**src/rtl/refdiv_pkg.sv**
```systemverilog
package refdiv_pkg;

  typedef enum logic {
    SERIES_POW2  = 1'b0,
    SERIES_MIXED = 1'b1
  } ratio_series_e;

  // Ratio for a series and a select value.
  function automatic int unsigned ratio_calc(input ratio_series_e series,
                                             input int unsigned sel);
    int unsigned r;
    if (series == SERIES_POW2) begin
      r = 32'd2 << sel;
    end else if (sel == 0) begin
      r = 32'd3;
    end else begin
      r = 32'd5 << (sel - 1);
    end
    return r;
  endfunction

  // Largest ratio for a given select width.
  function automatic int unsigned ratio_max(input int unsigned sel_w);
    return ratio_calc(SERIES_MIXED, (32'd1 << sel_w) - 1);
  endfunction

endpackage

```
**src/rtl/refdiv_rst_sync.sv**
```systemverilog
module refdiv_rst_sync (
  input  logic clk,
  input  logic rst_n,
  output logic rst_sync_n
);

  logic stage1_q;
  logic stage2_q;

  always_ff @(posedge clk or negedge rst_n) begin
    if (!rst_n) begin
      stage1_q <= 1'b0;
      stage2_q <= 1'b0;
    end else begin
      stage1_q <= 1'b1;
      stage2_q <= stage1_q;
    end
  end

  assign rst_sync_n = stage2_q;

endmodule

```
**src/rtl/refdiv_ratio_lut.sv**
```systemverilog
module refdiv_ratio_lut #(
  parameter int SEL_W = 3,
  parameter int CNT_W = 9
) (
  input  logic [SEL_W:0]   code,
  output logic [CNT_W-1:0] ratio,
  output logic [CNT_W-1:0] half
);

  localparam int NSEL   = 1 << SEL_W;
  localparam int NCODES = 2 * NSEL;

  logic [CNT_W-1:0] tbl [NCODES];

  for (genvar g = 0; g < NCODES; g++) begin : g_tbl
    localparam refdiv_pkg::ratio_series_e SER =
      refdiv_pkg::ratio_series_e'(g / NSEL);
    localparam int unsigned VAL = refdiv_pkg::ratio_calc(SER, g % NSEL);
    assign tbl[g] = CNT_W'(VAL);
  end

  always_comb begin
    ratio = tbl[code];
    half  = ratio >> 1;
  end

endmodule

```
**src/rtl/refdiv_code_reg.sv**
```systemverilog
module refdiv_code_reg #(
  parameter int CODE_W = 4
) (
  input  logic              clk,
  input  logic              rst_n,
  input  logic [CODE_W-1:0] code_in,
  input  logic              code_vld,
  input  logic              tc,
  output logic [CODE_W-1:0] pend_code,
  output logic [CODE_W-1:0] act_code
);

  logic [CODE_W-1:0] pend_q, pend_d;
  logic [CODE_W-1:0] act_q, act_d;
  logic              pend_en;
  logic              act_en;

  assign pend_en = code_vld;
  assign act_en  = tc;

  always_comb begin
    pend_d = pend_q;
    act_d  = act_q;
    if (pend_en) pend_d = code_in;
    if (act_en)  act_d  = pend_q;
  end

  always_ff @(posedge clk or negedge rst_n) begin
    if (!rst_n) begin
      pend_q <= '0;
      act_q  <= '0;
    end else begin
      pend_q <= pend_d;
      act_q  <= act_d;
    end
  end

  assign pend_code = pend_q;
  assign act_code  = act_q;

endmodule

```
**src/rtl/refdiv_counter.sv**
```systemverilog
module refdiv_counter #(
  parameter int CNT_W = 9
) (
  input  logic             clk,
  input  logic             rst_n,
  input  logic [CNT_W-1:0] reload_ratio,
  output logic             tc,
  output logic [CNT_W-1:0] cnt_nxt,
  output logic             strobe
);

  logic [CNT_W-1:0] cnt_q;
  logic             strobe_q;

  assign tc = (cnt_q == '0);

  always_comb begin
    if (tc) begin
      cnt_nxt = reload_ratio - CNT_W'(1);
    end else begin
      cnt_nxt = cnt_q - CNT_W'(1);
    end
  end

  always_ff @(posedge clk or negedge rst_n) begin
    if (!rst_n) begin
      cnt_q    <= '0;
      strobe_q <= 1'b0;
    end else begin
      cnt_q    <= cnt_nxt;
      strobe_q <= tc;
    end
  end

  assign strobe = strobe_q;

endmodule

```
**src/rtl/refdiv_phase.sv**
```systemverilog
module refdiv_phase #(
  parameter int CNT_W = 9
) (
  input  logic             clk,
  input  logic             rst_n,
  input  logic             tc,
  input  logic [CNT_W-1:0] cnt_nxt,
  input  logic [CNT_W-1:0] act_half,
  output logic             sq
);

  logic sq_q, sq_d;

  // High while the count is at or above the half point. A reload always starts high.
  always_comb begin
    if (tc) begin
      sq_d = 1'b1;
    end else begin
      sq_d = (cnt_nxt >= act_half);
    end
  end

  always_ff @(posedge clk or negedge rst_n) begin
    if (!rst_n) begin
      sq_q <= 1'b0;
    end else begin
      sq_q <= sq_d;
    end
  end

  assign sq = sq_q;

endmodule

```
**src/rtl/cmp_ref_divider.sv**
```systemverilog
module cmp_ref_divider #(
  parameter int SEL_W = 3
) (
  input  logic           clk_ref,
  input  logic           rst_n,
  input  logic [SEL_W:0] ratio_code,
  input  logic           code_vld,
  output logic           cmp_strobe,
  output logic           div_sq
);

  localparam int CODE_W    = SEL_W + 1;
  localparam int MAX_RATIO = int'(refdiv_pkg::ratio_max(SEL_W));
  localparam int CNT_W     = $clog2(MAX_RATIO + 1);

  logic              core_rst_n;
  logic [CODE_W-1:0] pend_code;
  logic [CODE_W-1:0] act_code;
  logic [CNT_W-1:0]  next_ratio;
  logic [CNT_W-1:0]  next_half;
  logic [CNT_W-1:0]  act_ratio;
  logic [CNT_W-1:0]  act_half;
  logic              tc;
  logic [CNT_W-1:0]  cnt_nxt;

  refdiv_rst_sync u_rst (
    .clk        (clk_ref),
    .rst_n      (rst_n),
    .rst_sync_n (core_rst_n)
  );

  refdiv_code_reg #(.CODE_W(CODE_W)) u_code (
    .clk       (clk_ref),
    .rst_n     (core_rst_n),
    .code_in   (ratio_code),
    .code_vld  (code_vld),
    .tc        (tc),
    .pend_code (pend_code),
    .act_code  (act_code)
  );

  refdiv_ratio_lut #(.SEL_W(SEL_W), .CNT_W(CNT_W)) u_lut_next (
    .code  (pend_code),
    .ratio (next_ratio),
    .half  (next_half)
  );

  refdiv_ratio_lut #(.SEL_W(SEL_W), .CNT_W(CNT_W)) u_lut_act (
    .code  (act_code),
    .ratio (act_ratio),
    .half  (act_half)
  );

  refdiv_counter #(.CNT_W(CNT_W)) u_cnt (
    .clk          (clk_ref),
    .rst_n        (core_rst_n),
    .reload_ratio (next_ratio),
    .tc           (tc),
    .cnt_nxt      (cnt_nxt),
    .strobe       (cmp_strobe)
  );

  refdiv_phase #(.CNT_W(CNT_W)) u_phase (
    .clk      (clk_ref),
    .rst_n    (core_rst_n),
    .tc       (tc),
    .cnt_nxt  (cnt_nxt),
    .act_half (act_half),
    .sq       (div_sq)
  );

  logic unused_ok;
  assign unused_ok = ^{next_half, act_ratio};

endmodule

```
**config.mk**
```make
export PLATFORM = sky130hd
export DESIGN_NAME = cmp_ref_divider
export DESIGN_NICKNAME = d
export VERILOG_FILES = /design/src/rtl/refdiv_pkg.sv /design/src/rtl/refdiv_rst_sync.sv /design/src/rtl/refdiv_ratio_lut.sv /design/src/rtl/refdiv_code_reg.sv /design/src/rtl/refdiv_counter.sv /design/src/rtl/refdiv_phase.sv /design/src/rtl/cmp_ref_divider.sv
export SDC_FILE = /design/constraint.sdc
export NUM_CORES = 1
export LEC_CHECK = 0
export BUFFER_PORTS_ARGS = -buffer_cell sky130_fd_sc_hd__buf_2
export CORE_ASPECT_RATIO = 1.1
export CORE_UTILIZATION = 30
export CTS_CLUSTER_SIZE = 16
export DETAILED_ROUTE_END_ITERATION = 10
export GPL_TIMING_DRIVEN = 1
export REMOVE_ABC_BUFFERS = 1
export SETUP_SLACK_MARGIN = 0.3
export SLEW_MARGIN = 15
export SYNTH_ARGS = -nofsm -noshare
export SYNTH_HDL_FRONTEND = slang
export SYNTH_HIERARCHICAL = 1
export SYNTH_SLANG_ARGS = --single-unit
```
**constraint.sdc**
```tcl
create_clock -name clk_ref -period 0.9 [get_ports clk_ref]
set_input_delay 0.09 -clock clk_ref [delete_from_list [all_inputs] [get_ports clk_ref]]
set_output_delay 0.09 -clock clk_ref [all_outputs]
set_load 0.01 [all_outputs]
```
==> results.md <==
* Status: complete, but fails checks
* Failing checks: negative setup slack
* Critical Path Source Type: flop
* Finish-stage setup viols at 19
* Worst Setup End Kind: flop
* Power, Total at around 0.0024 W
* CTS Sinks at 21
* Starting Density at between 30% and 40%
* Ys Warns at 6
* Hold depth at 2
* Final period utilization at 348%
* Vias in the first global route at approximately 1300
* Area Growth Syn to Fin at 47.3%
* Pwr Density at 1080 mW/mm^2
* Internal at 0.00171 W
* Most frequent cells in the layout: buf_4 (45), dfrtp_1 (20), buf_6 (10), inv_1 (10), ha_1 (9)
* First-pass GRT wire length at about 5800 um
* Clk pwr share at 25.5%
* RSZ-0062 raised after global routing: yes
* R2R cell count at 12
* CP Data Required Time at roughly 1100 ps
* Layout cells sized above 1 at 58.8%
* # IOs at 9
* Clock transition at path regs at 70 ps
* Layout Nets at roughly 220
* Worst reg2reg setup slack at -2230 ps
* Clock buffer depth at 2
* RD Place Congestion at ~0.8
* Max cap viols at 0
* Synth Cell Area at around 0.0015 mm^2
* Routed Antenna Nets at 0
* Vias at 1243
* Worst clock skew at between 2 and 2.5 ps
* Fin. Hold Viols at 0
* GR Overflow Total at 0
* DR iter-0 viols at 62
* Net Sw Frac at 27.7%
* Hold_sp: ratio_code[1]
* Die height at ~76 um
* Most common cell after layout, fill and taps aside: buf_4
* Post-Synthesis Mean Instance Area at 10.2 um^2
* Max-slew violations at 0
* Clock latency on the worst-skew pair at 260 ps
* WP data arrival at about 3300 ps
* Fmax at 320 MHz
* Max VDD drop at 0.589 mV
* Vias per cell at 4.78
* Die X-Extent at 69.3 um
* Final min period at 3130 ps
* Net Sw Power at 0.000656 W
* Final worst slack at -2230 ps
* FILL cells at 415
* CTS Root Cell: clkbuf_8
* Leakage at about 1 nW
* Final setup TNS at -19000 ps
* Final Core Density at a little under half
* Worst r2r src: u_code/pend_code[3]
* H-tree depth at 1
* Crit path kind: flop to flop
* Tot GR Track Use at 13.5%
* Post-Route WL at 3500 um
* Worst Hold End: u_code/pend_code[1]
* Total CTS buffers at 3
* Largest net degree at the start of global routing at 20
* Wirelength per Cell at 13.5 um
* Cell Rows at 26
* Post-DP HPWL at roughly 2400 um
* Part of the power in registers at 43.4%
* CORE AREA at approximately 0.0047 mm^2
* R2r endpoint: u_phase/sq
* Top fanout value on the critical path at 3
* CTS tree: built
* N_diodes at 0
* Worst hold-check path type: primary input to flop
* Synth Instances at about 150
* 1st-pass router iterations at 4
* Remaining DRCs at 0
* Die area at 0.00527 mm^2
* Comb power frac at 31.0%
* Antenna violations before repair at 0
* PortBufs at 8
==> how the worst max path moves through the flow <==
stage                             start          to  slack [ps]
floorplan                u_cnt/cnt_q[1]  u_phase/sq       -2730
global placement    u_code/pend_code[3]  u_phase/sq       -2310
detailed placement  u_code/pend_code[3]  u_phase/sq       -2290
CTS                 u_code/pend_code[3]  u_phase/sq       -2230
global route        u_code/pend_code[3]  u_phase/sq       -2420
finish              u_code/pend_code[3]  u_phase/sq       -2230
==> timing repair <==
action | CTS | global route
resized for setup | 32 | 13
pin swaps | 10 | 8
hold endpoints to repair | 2 | 0
hold buffers | 1 | 0
buffers inserted | 9 | 8
setup endpoints to repair | 21 | 21
==> area by class of cell <==
class / count / area (um^2) / share of cell area [%]
clock buffer: 3 / 41.3 / 1.88
clock inverter: 1 / 5.00 / 0.227
inverter: 11 / 41.3 / 1.88
multi-input combinational: 103 / 997 / 45.3
sequential: 21 / 527 / 23.9
tap: 56 / 70.1 / 3.18
timing repair buffer: 65 / 520 / 23.6
==> power groups by stage <==
| stage | clock network (W) | logic [W] | registers (W) |
|---|---|---|---|
| 5_1_grt | 0.000663 | 0.000803 | 0.00104 |
| 4_1_cts | 0.000623 | 0.000651 | 0.00102 |
| 6_report | 0.000604 | 0.000735 | 0.00103 |
| 3_3_place_gp | 0 | 0.000540 | 0.00104 |
| 3_5_place_dp | 0 | 0.000544 | 0.00104 |
| 2_1_floorplan | 0 | 0.000243 | 0.00108 |
==> flip-flops by register name (all words and copies together), names as in the netlist <==
| name | count |
|---|---|
| u_code/act_code | 4 |
| u_rst/rst_sync_n | 1 |
| u_cnt/strobe | 1 |
| u_code/pend_code | 4 |
| u_phase/sq | 1 |
| u_cnt/cnt_q | 9 |
| u_rst/stage1_q | 1 |
==> metal layers <==
metal / up-vias / GRT usage (%) / share of wire (%)
met3: 4 / 0.397 / 0.97
met4: 0 / 5.51 / 1.6
met2: 9 / 23.4 / 52
met5: - / 0 / 0
met1: 598 / 17.5 / 45
li1: 632 / - / -
==> metrics by stage <==
step	instances	hold WS (ps)	area (um^2)	worst slack, ps
CTS	252	53.6	2070	-2230
global route	260	57.6	2200	-2420
floorplan	135	-206	1400	-2730
detailed placement	238	-124	1810	-2290
global placement	238	-126	1810	-2310
finish	260	58.9	2200	-2230
==> critical path, stage by stage, from the launching register on <==
cell and delay, ps:
dfrtp_1 400, and2b_4 270, nor3_4 50, a21oi_2 140
ha_2 190, or4b_4 470, or4_4 440, nor2_4 110
mux2i_2 250, ha_1 280, nand4_1 100, nor2_1 50
a211o_1 280
Note: power is estimated with default switching activity, not from simulation.
